### config.mk
export PLATFORM = sky130hd
export DESIGN_NAME = wr_busy_guard
export DESIGN_NICKNAME = d
export VERILOG_FILES = /design/src/rtl/wguard_pkg.sv /design/src/rtl/wguard_poll_timer.sv /design/src/rtl/wguard_hold.sv /design/src/rtl/wr_busy_guard.sv
export SDC_FILE = /design/constraint.sdc
export NUM_CORES = 1
export LEC_CHECK = 0
export CAP_MARGIN = 20
export CORE_ASPECT_RATIO = 0.9
export CORE_MARGIN = 5
export CORE_UTILIZATION = 40
export DETAILED_ROUTE_END_ITERATION = 8
export DONT_BUFFER_PORTS = 1
export PLACE_DENSITY = 0.51
export SLEW_MARGIN = 10
export SYNTH_ARGS = -nofsm -noshare
export SYNTH_HDL_FRONTEND = slang
export SYNTH_SLANG_ARGS = --single-unit
### constraint.sdc
create_clock -name clk -period 2.1 [get_ports clk]
set_input_delay 0.42 -clock clk [delete_from_list [all_inputs] [get_ports clk]]
set_output_delay 0.42 -clock clk [all_outputs]
set_load 0.02 [all_outputs]
### src/rtl/wguard_pkg.sv
package wguard_pkg;

    localparam int unsigned ADDR_W = 8;

    // Guarded register offsets; the command group is contiguous
    localparam logic [ADDR_W-1:0] REG_CMD_FIRST = 8'h00;
    localparam logic [ADDR_W-1:0] REG_CMD_LAST  = 8'h07;
    localparam logic [ADDR_W-1:0] REG_CLK_CTRL  = 8'h08;

    typedef enum logic [1:0] {
        CLS_PASS = 2'd0,
        CLS_CMD  = 2'd1,
        CLS_CLK  = 2'd2
    } wclass_e;

    typedef enum logic {
        ST_IDLE = 1'b0,
        ST_HOLD = 1'b1
    } gstate_e;

    function automatic wclass_e classify(input logic [ADDR_W-1:0] a);
        if (a >= REG_CMD_FIRST && a <= REG_CMD_LAST) return CLS_CMD;
        if (a == REG_CLK_CTRL)                       return CLS_CLK;
        return CLS_PASS;
    endfunction

    // Idle test: command group prefers the busy flag when it exists
    function automatic logic idle_for(input wclass_e c, input logic flag_avail,
                                      input logic busy, input logic dive);
        if (c == CLS_CMD && flag_avail) return !busy;
        return dive;
    endfunction

endpackage

### src/rtl/wguard_poll_timer.sv
module wguard_poll_timer #(
    parameter int unsigned POLL_INTERVAL = 50,
    parameter int unsigned MAX_POLLS     = 1000
) (
    input  logic clk,
    input  logic rst,
    input  logic run,
    output logic poll_now,
    output logic last_poll
);
    localparam int unsigned TW = $clog2(POLL_INTERVAL + 1);
    localparam int unsigned PW = $clog2(MAX_POLLS + 1);

    logic [TW-1:0] tick_q;
    logic [PW-1:0] polls_q;

    always_ff @(posedge clk) begin
        if (rst || !run) begin
            tick_q  <= '0;
            polls_q <= '0;
        end else begin
            tick_q <= (tick_q == TW'(POLL_INTERVAL - 1)) ? '0 : tick_q + 1'b1;
            if (tick_q == '0) polls_q <= polls_q + 1'b1;
        end
    end

    assign poll_now  = run && (tick_q == '0);
    assign last_poll = (polls_q == PW'(MAX_POLLS - 1));
endmodule

### src/rtl/wguard_hold.sv
module wguard_hold
    import wguard_pkg::*;
#(
    parameter int unsigned DATA_W = 16
) (
    input  logic              clk,
    input  logic              rst,
    input  logic              load,
    input  logic [ADDR_W-1:0] in_addr,
    input  logic [DATA_W-1:0] in_data,
    input  wclass_e           in_cls,
    output logic [ADDR_W-1:0] h_addr,
    output logic [DATA_W-1:0] h_data,
    output wclass_e           h_cls
);
    always_ff @(posedge clk) begin
        if (rst) begin
            h_addr <= '0;
            h_data <= '0;
            h_cls  <= CLS_PASS;
        end else if (load) begin
            h_addr <= in_addr;
            h_data <= in_data;
            h_cls  <= in_cls;
        end
    end
endmodule

### src/rtl/wr_busy_guard.sv
module wr_busy_guard
    import wguard_pkg::*;
#(
    parameter int unsigned DATA_W        = 16,
    parameter int unsigned POLL_INTERVAL = 50,
    parameter int unsigned MAX_POLLS     = 1000
) (
    input  logic              clk,
    input  logic              rst,
    input  logic              cmd_flag_avail,
    input  logic              cmd_busy,
    input  logic              div_en,
    input  logic              req_valid,
    input  logic [7:0]        req_addr,
    input  logic [DATA_W-1:0] req_data,
    output logic              req_ready,
    output logic              wr_valid,
    output logic [7:0]        wr_addr,
    output logic [DATA_W-1:0] wr_data,
    output logic              drop_err
);
    gstate_e           state_q;
    wclass_e           req_cls;
    logic              accept, take_guarded;
    logic              poll_now, last_poll, idle_ok;
    logic [ADDR_W-1:0] h_addr;
    logic [DATA_W-1:0] h_data;
    wclass_e           h_cls;

    assign req_ready    = (state_q == ST_IDLE);
    assign req_cls      = classify(req_addr);
    assign accept       = req_valid && req_ready;
    assign take_guarded = accept && (req_cls != CLS_PASS);

    wguard_hold #(.DATA_W(DATA_W)) u_hold (
        .clk(clk), .rst(rst), .load(take_guarded),
        .in_addr(req_addr), .in_data(req_data), .in_cls(req_cls),
        .h_addr(h_addr), .h_data(h_data), .h_cls(h_cls)
    );

    wguard_poll_timer #(
        .POLL_INTERVAL(POLL_INTERVAL), .MAX_POLLS(MAX_POLLS)
    ) u_timer (
        .clk(clk), .rst(rst), .run(state_q == ST_HOLD),
        .poll_now(poll_now), .last_poll(last_poll)
    );

    assign idle_ok = idle_for(h_cls, cmd_flag_avail, cmd_busy, div_en);

    always_ff @(posedge clk) begin
        if (rst) begin
            state_q  <= ST_IDLE;
            wr_valid <= 1'b0;
            wr_addr  <= '0;
            wr_data  <= '0;
            drop_err <= 1'b0;
        end else begin
            wr_valid <= 1'b0;
            drop_err <= 1'b0;
            unique case (state_q)
                ST_IDLE: begin
                    if (accept && req_cls == CLS_PASS) begin
                        wr_valid <= 1'b1;
                        wr_addr  <= req_addr;
                        wr_data  <= req_data;
                    end else if (take_guarded) begin
                        state_q <= ST_HOLD;
                    end
                end
                ST_HOLD: begin
                    if (poll_now) begin
                        if (idle_ok) begin
                            wr_valid <= 1'b1;
                            wr_addr  <= h_addr;
                            wr_data  <= h_data;
                            state_q  <= ST_IDLE;
                        end else if (last_poll) begin
                            drop_err <= 1'b1;
                            state_q  <= ST_IDLE;
                        end
                    end
                end
                default: state_q <= ST_IDLE;
            endcase
        end
    end
endmodule

# --- Word-level counts from Yosys, hierarchy flattened ---
# Cells that the tools add are included.
word_totals:
  reg_bits: 69
  out_inout_bits: 27
classes:
  order_cmp: 2
  n_eq_ne: 7
  n_bitwise: 2
  muxes: 29
  reduce_logical: 15
  addsub: 2
op_table:
  columns: ["operator", "count"]
  rows:
  - ["$mux W16", 3]
  - ["$pmux W16 S2", 1]
  - ["$mux W8", 3]
  - ["$pmux W8 S2", 1]
  - ["$mux W1", 15]
  - ["$add A10 B1 Y10 const B", 1]
  - ["$eq A10 B10 Y1 const B", 1]
  - ["$eq A8 B4 Y1 const B", 1]
  - ["$ge A8 B1 Y1 const B", 1]
  - ["$le A8 B3 Y1 const B", 1]
  - ["$mux W2", 4]
  - ["$add A6 B1 Y6 const B", 1]
  - ["$eq A6 B6 Y1 const B", 1]
  - ["$logic_and A1 B1 Y1", 6]
  - ["$logic_not A6 Y1", 1]
  - ["$ne A2 B1 Y1 const B", 3]
  - ["$pmux W1 S2", 2]
  - ["$reduce_or A4 Y1", 1]
  - ["$reduce_and A3 Y1", 1]
  - ["$eq A2 B1 Y1 const B", 1]
  - ["$logic_not A1 Y1", 2]
  - ["$logic_not A2 Y1", 1]
  - ["$not A1 Y1", 2]
  - ["$reduce_bool A2 Y1", 1]
  - ["other kinds (2)", 2]

# --- Depth between registers and ports, before layout ---
# Gate-level depths: netlist (run 1).
depth:
  ltp_word: 11
  ltp_mapped: 7
  mapped_depth_nobuf: 6

# --- Hierarchy ---
# From an unflattened synthesis (run 1), not the netlist that was laid out.
unflattened:
  hier_cells: 347
  area_unflattened_um2: 3263.1
modules_own_cells:
  columns: ["module", "n_inst", "seq_area_each_um2", "cells_per_inst", "area_each_um2"]
  rows:
  - ["wr_busy_guard", 1, 540.5, 164, 1468.9]
  - ["wguard_hold", 1, 520.5, 84, 943.4]
  - ["wguard_poll_timer", 1, 320.3, 99, 850.8]

# --- Least setup slack after synthesis (run 1) ---
# No wires, ideal clock.
synth_path:
  path_type: "input-to-reg"
  from: "input req_addr[7]"
  to: "register wr_addr[5]"
  cell_stages: 5
  arrival_ps: 1524
  setup_slack_ps: 458
  cell_sequence: "nor4_2 > a21oi_2 > a31o_4 > buf_8 > o221a_1"
synth_via:
  elab_chain_cells: 9
synth_rtl:
  columns: ["item", "line_no", "rtl"]
  rows:
  - ["start: declaration", "wr_busy_guard.sv:14", "input logic [7:0] req_addr,"]
  - ["branches (longest 4 deep; another with $ge A8 B1 Y1)", null, null]
  - ["$mux W2 *", "wguard_pkg.sv:23", "if (a == REG_CLK_CTRL) return CLS_CLK;"]
  - ["$logic_not A2 Y1 *", "wr_busy_guard.sv:62", "if (accept && req_cls == CLS_PASS) begin"]
  - ["$logic_and A1 B1 Y1 *", "wr_busy_guard.sv:62", null]
  - ["$ne A2 B1 Y1 (no line) *", null, null]
  - ["$reduce_and A3 Y1 (no line) *", null, null]
  - ["end signal: assignment", "wr_busy_guard.sv:64", "wr_addr <= req_addr;"]
  - ["end signal: assignment", "wr_busy_guard.sv:74", "wr_addr <= h_addr;"]
  - ["end: declaration", "wr_busy_guard.sv:18", "output logic [7:0] wr_addr,"]
# Mark *: on every way between the ends. The select of a mux whose other input is x is not followed.
# A chain may end at the register's enable or synchronous reset.

# --- Final worst setup path (run 1) ---
layout_path:
  from: "register u_timer.tick_q[3]"
  to: "register wr_data[3]"
layout_via:
  elab_chain_cells: 4
layout_rtl:
  columns: ["item", "line_no", "rtl"]
  rows:
  - ["start: declaration", "wguard_poll_timer.sv:14", "logic [TW-1:0] tick_q;"]
  - ["start signal: assignment", "wguard_poll_timer.sv:22", "tick_q <= (tick_q == TW'(POLL_INTERVAL - 1)) ? '0 : tick_q + 1'b1;"]
  - ["$logic_not A6 Y1", "wguard_poll_timer.sv:27", "assign poll_now = run && (tick_q == '0);"]
  - ["$logic_and A1 B1 Y1", "wguard_poll_timer.sv:27", null]
  - ["$ne A2 B1 Y1 (no line)", null, null]
  - ["$reduce_and A3 Y1 (no line)", null, null]
  - ["end signal: assignment", "wr_busy_guard.sv:65", "wr_data <= req_data;"]
  - ["end signal: assignment", "wr_busy_guard.sv:75", "wr_data <= h_data;"]
  - ["end: declaration", "wr_busy_guard.sv:19", "output logic [DATA_W-1:0] wr_data,"]
# No other way between the ends.

==> flow_summary.yaml, run 1 <==
run_status:
  status: "finished, final reports clean"
sta:
  fin_worst_skew_ps: 7.000
  slew_headroom: 0.6324
  maxSlewViolCount: 0
  timing.final.ws_setup_ps: 420.2
  finalHoldViolations: 0
  period_needed_ps: 1680
  fmax_ghz: 0.5953
  setup_tns_ps: 0
  min_period_over_period: 0.7999
  rsz0062_at_grt: "false"
  worst_pin_slew_ps: 551.4
  setup_viol_count_final: 0
logic_synthesis:
  synth_warnings: 0
  syn-num-nets: 347
  synth_cells: 313
  yosys.area.top_type: "dfxtp_1"
  netlist_top_cells_area: "dfxtp_1, o221a_1, a21oi_1"
  synth_most_common_cell: "dfxtp_1"
  synth_area_um2: 2898
  ys_dominant_reg_cell: "dfxtp_1"
  syn_area_per_cell_um2: 9.258
  synth-seq-area-share: 0.4767
  async_reset_ff_frac: 0
  synth_top_area_frac: 0.4767
  synthTopCellsByCount: "dfxtp_1, a21oi_1, nand2_1"
  ys_seq_elements: 69
  synth_edf_count: 0
  ys_types: 41
worst_setup_path:
  cp-end-kind: "flop"
  r2r_end: "wr_data[3]"
  timing.rr.start: "u_timer.tick_q[3]"
  cp.required_ps: 2330
  r2r_cells: 4
  crit_type: "reg2reg"
  reg2reg_slack_ps: 420
  cp.arrival_ps: 1910
  cp-start-kind: "flop"
  cp_max_fo: 24
floorplan:
  io_pins: 57
  die_area_um2: 9049
  die_h_um: 90.75
  coreArea_um2: 7039
  die_x_um: 99.72
  rows: 29
  start_util: 0.4117
hold_path:
  holdPathStages: 1
  hold_class: "in2reg"
  min_from: "rst"
  min_to: "u_hold.h_data[0]"
placement:
  port_buffers: 0
  gp_congestion: 0.7925
  dp_hpwl_mm: 4.272
  dpl_worst_slack_ps: 375.3
drt:
  drc: 0
  via_count: 2113
  wl_per_cell_um: 15.70
  drt_first_pass_iters: 5
  drtIter0Drc: 135
  routed_wl_mm: 6.436
  vias_per_cell: 5.154
  ant_nets: 0
grt:
  grt_max_degree: 55
  grt_pass1_vias: 2073
  grt_pass1_wl_mm: 10.66
  antenna_found_initial: 0
  overflow: 0
  grt_usage: 0.1505
cts:
  hold_buffers: 0
  cts_tree: "done"
  clock_path_buffers: 2
  clock_latency_ps: 340
  cts.clk_slew.worst_paths_ps: 80
  cts_setup_buffers: 0
  cts_buffers: 9
  cts.sinks: 69
  ctsResizeCount: 0
  cts.htree.levels: 3
  ctsRootBufferMaster: "clkbuf_8"
layout:
  antenna-diode-count: 0
  drive_above_1_share: 0.09779
  area_growth_pct: 8.938
  nNetsFinal: 346
power_and_ir_drop:
  peakVddDrop_mv: 0.4352
  p_per_area_nw_per_um2: 830.8
  leakagePower_nw: 1.141
flow_run:
  cap_violations: 0
metrics by stage:
| step | total power [mW] | instances | hold WS, ps | utilization | instance area (µm²) |
|---|---|---|---|---|---|
| floorplan | 1.563 | 313 | 431.6 | - | 2898 |
| global placement | 1.574 | 394 | 438.9 | 0.4200 | 2957 |
| detailed placement | 1.575 | 394 | 443.8 | 0.4200 | 2957 |
| CTS | 2.663 | 410 | 125.8 | 0.4485 | 3157 |
| global route | 2.759 | 410 | 108.9 | 0.4485 | 3157 |
| finish | 2.623 | 410 | 148.0 | 0.4485 | 3157 |
registers in the layout (all words and copies together) (netlist names):
signal,flops
u_hold.h_cls,2
u_timer.tick_q,6
u_timer.polls_q,10
drop_err,1
state_q,1
wr_valid,1
u_hold.h_data,16
u_hold.h_addr,8
wr_addr,8
wr_data,16
layout by cell type (no fill, tap or decap), types with 2 or more instances in the layout:
cell type,instances
xnor2_1,3
clkinv_2,3
nand2_1,42
nor2_1,21
nand4_1,5
or4_1,2
inv_1,24
nor3b_1,5
o221a_1,24
clkinv_4,2
o22ai_1,4
o21ai_0,2
nand3_1,4
xor2_1,8
a21oi_1,42
o21a_1,2
nor2b_1,2
ha_1,4
nor3_1,4
clkbuf_8,10
dfxtp_1,69
nand2b_1,3
or3_1,2
buf_4,6
and3_1,4
and2_1,4
worst max-delay path, stage by stage (launching register included):
cell and delay (ps):
dfxtp_1 370, nor4_4 300, and2_1 260, nand3_4 280, o221a_1 340
cells by family (layout without fill, tap and decap cells):
family,after synthesis,count (layout),synth area share
simple gates,105,105,0.1904
mux,1,1,0.004748
buf+inv,43,47,0.07340
flops,69,69,0.4767
xor+xnor,11,11,0.03325
fa+ha+maj,4,4,0.01727
compound gates,80,80,0.2042
worst max-delay path by stage:
stage                                  from           to  slack, ps  depth (start not counted)
after floorplan                 req_addr[7]   wr_addr[5]        460                          5
after global placement    u_timer.tick_q[3]  wr_data[15]        430                          4
after detailed placement  u_timer.tick_q[3]  wr_data[11]        380                          4
after CTS                 u_timer.tick_q[3]   wr_addr[3]        380                          4
after global routing      u_timer.tick_q[2]   wr_data[6]        260                          4
final                     u_timer.tick_q[3]   wr_data[3]        420                          4
power breakdown:
part / leakage [nW] / switching [mW] / internal [mW] / total [mW]
combinational: 0.473 / 0.0583 / 0.0595 / 0.118
clock: 0.106 / 0.502 / 0.578 / 1.08
sequential: 0.562 / 0.0758 / 1.35 / 1.42
total: 1.14 / 0.636 / 1.99 / 2.62
per-layer routing:
| layer | part of all wire | GRT usage |
|---|---|---|
| met5 | 0 | 0 |
| met4 | 0.012 | 0.04437 |
| met3 | 0.092 | 0.08185 |
| met2 | 0.44 | 0.2156 |
| met1 | 0.46 | 0.1935 |
area by class of cell:
class	instances	area, µm²
Clock buffer	10	137.6
Timing Repair Buffer	7	65.06
Fill cell	724	3882
Sequential cell	69	1381
Tap cell	93	116.4
Inverter	24	90.09
Clock inverter	6	62.56
Multi-Input combinational cell	201	1304
Power figures use the tool's default switching activity.
==> inputs of run 2 (changes only) <==
--- a/config.mk
+++ b/config.mk
@@ -5,6 +5,7 @@
 export SDC_FILE = /design/constraint.sdc
 export NUM_CORES = 1
 export LEC_CHECK = 0
+export ABC_AREA = 1
 export CAP_MARGIN = 20
 export CORE_ASPECT_RATIO = 0.9
 export CORE_MARGIN = 5
==> constraint.sdc (replaced) <==
create_clock -name clk -period 1.64 [get_ports clk]
set_input_delay 0.328 -clock clk [delete_from_list [all_inputs] [get_ports clk]]
set_output_delay 0.328 -clock clk [all_outputs]
set_load 0.02 [all_outputs]
==> run 2 against run 1 <==
Sequential power rose by 28%; cell count rose by 48%; clock skew rose by 3.6 ps; worst hold slack got worse by 100 ps; sequential share of layout area fell by 6.7 points.
==> flow_summary.yaml, run 2 <==
run_status:
  status: "finished, final reports clean"
worst_setup_path:
  timing.critical_path.buf_inv: 2
  timing.rr.start: "u_timer.tick_q[1]"
  r2r_end: "wr_data[4]"
  slowest_stage: "dfxtp_1"
  r2r_cells: 8
  reg2reg_slack_ps: 160
  crit_family: "simple AND/OR/NAND/NOR gates"
  cp-start-kind: "flop"
  cp-end-kind: "flop"
  cp_max_fo: 23
  cp-startpoint: "u_timer.tick_q[1]"
  crit_end: "wr_data[4]"
  crit_chain: "inv_1, ha_1, nand3_4, nor2_2, nand2_4, buf_12, a21oi_1, nor2_1"
  cp.depth: 8
  slowest_delay_ps: 330
  cp.required_ps: 1880
  crit_type: "reg2reg"
  cp.arrival_ps: 1720
layout:
  reg.largest.list: "u_hold.h_data (16), wr_data (16), u_timer.polls_q (10)"
  area_growth_pct: 10.70
  nNetsFinal: 538
  drive_above_1_share: 0.1041
  mostFrequentLayoutCell: "nand2_1"
  final_cell_mix: "nand2_1, dfxtp_1, inv_1, nand3_1, a21oi_1"
  postLayoutCoreUtil: 0.4576
  antenna-diode-count: 0
power_and_ir_drop:
  total_power_mw: 3.536
  p_sw_frac: 0.2630
  leakagePower_nw: 1.651
  p_comb_frac: 0.070
  p_clk_frac: 0.415
  power_frac_seq: 0.515
  power_report.internal_total_mw: 2.606
  p_switching_mw: 0.9299
  p_per_area_nw_per_um2: 948.7
  peakVddDrop_mv: 0.4546
hold_path:
  hold_class: "in2reg"
drt:
  drtIter0Drc: 116
  dr.max_layer_used: "met4"
  drt_first_pass_iters: 6
  routed_wl_mm: 8.567
  drt-met1-wl_mm: 4.400
  wl_per_cell_um: 14.09
  ant_nets: 0
  vias_per_cell: 4.849
  dr_wl_met2_mm: 3.562
  via_count: 2948
  route.met3.wl_um: 565
  drc: 0
placement:
  gp_congestion: 0.8268
  port_buffers: 0
  dp_hpwl_mm: 5.968
sta:
  worst_pin_slew_ps: 289.8
  fmax_ghz: 0.6774
  maxSlewViolCount: 0
  setup_tns_ps: 0
  min_period_over_period: 0.9002
  slew_headroom: 0.8066
  finalHoldViolations: 0
  setup_viol_count_final: 0
  period_needed_ps: 1476
  rsz0062_at_grt: "false"
  fin_worst_skew_ps: 10.62
cts:
  clock_latency_ps: 340
  cts_buffers: 9
  clock_path_buffers: 2
  cts.htree.levels: 3
  cts_setup_buffers: 0
  cts_tree: "done"
  cts.clk_slew.worst_paths_ps: 80
  cts.sinks: 69
  ctsRootBufferMaster: "clkbuf_8"
  hold_buffers: 0
logic_synthesis:
  yosys.area.top_type: "dfxtp_1"
  syn_area_per_cell_um2: 6.707
  synth_edf_count: 0
  ys_dominant_reg_cell: "dfxtp_1"
  synth_cells: 502
  syn-num-nets: 536
  netlist_top_cells_area: "dfxtp_1, nand2_1, nand3_1"
  synthTopCellsByCount: "nand2_1, dfxtp_1, inv_1"
  ys_types: 24
  synth-seq-area-share: 0.4103
  synth_top_area_frac: 0.4103
  synth_area_um2: 3367
  ys_seq_elements: 69
  async_reset_ff_frac: 0
  synth_warnings: 0
  synth_most_common_cell: "nand2_1"
grt:
  grt_max_degree: 27
  antenna_found_initial: 0
  grt_usage: 0.1723
  grt_pass1_vias: 2765
  overflow: 0
  grt_pass1_wl_mm: 14.40
floorplan:
  start_util: 0.4134
  die_area_um2: 10360
  io_pins: 57
  coreArea_um2: 8145
  die_x_um: 106.7
  die_h_um: 97.04
  rows: 31
flow_run:
  cap_violations: 0
## run 2: changes by cell type in the layout (fill, tap and decap cells not counted), moves of 5 or more
cell | before | now
nand2_1 | 42 | 148
nand3_1 | 4 | 57
inv_1 | 24 | 66
o221a_1 | 24 | 0
nor2_1 | 21 | 37
o21ai_0 | 2 | 12
buf_4 | 6 | 15
a21oi_2 | 1 | 9
a21oi_1 | 42 | 47
nor2_2 | 0 | 5
nor3b_1 | 5 | 0
## run 2: cell families (layout without fill, tap and decap cells)
logic type	count (synthesis)	count (layout)	synth area share
and+or+nand+nor	262	262	0.3304
AOI/OAI and AO/OA	68	68	0.1111
DFF	69	69	0.4103
buffers and inverters	94	101	0.1204
xor gates and xnor gates	5	5	0.01301
adders and majority gates	4	4	0.01486
## run 2: cell type report
cell class                      instances  area [µm²]
Fill cell                             851        4418
Sequential cell                        69        1381
Timing Repair Buffer                   18       172.7
Clock inverter                          5       58.81
Clock buffer                           11       151.4
Multi-Input combinational cell        339        1588
Inverter                               67       251.5
Tap cell                               99       123.9
## run 2: timing repair
item                       4_1_cts  5_1_grt
setup endpoints to repair        0       15
resized for setup                0        2
hold endpoints to repair         0        0
## run 2: worst min-delay path by stage
stage	start	to	slack (ps)	cells past startpoint
global placement	rst	u_hold.h_data[8]	400	1
floorplan	u_hold.h_addr[3]	u_hold.h_addr[3]	420	2
CTS	rst	u_hold.h_data[10]	20	1
finish	rst	u_hold.h_data[10]	50	1
global route	rst	u_hold.h_data[13]	20	1
detailed placement	rst	u_hold.h_data[10]	400	1
## run 2: per-layer routing
metal	GRT usage	up-vias
li1	-	1577
met1	0.2412	1317
met2	0.2498	48
met3	0.06059	6
met4	0.04720	0
met5	0	-
## run 2: stage by stage
step	setup slack (ps)	cells	hold slack, ps	area, µm²
after global placement	109.7	592	400.4	3510
after global routing	42.61	608	17.69	3727
after detailed placement	71.90	592	401.7	3510
after floorplan	230.3	502	421.6	3367
final	163.7	608	45.45	3727
after CTS	62.84	608	20.39	3720
## run 2: power groups by stage
stage	clock, mW	combinational, mW	sequential (mW)
final	1.47	0.246	1.82
after global routing	1.58	0.285	1.83
after CTS	1.51	0.247	1.82
after detailed placement	0	0.245	1.86
after global placement	0	0.245	1.86
after floorplan	0	0.199	1.85
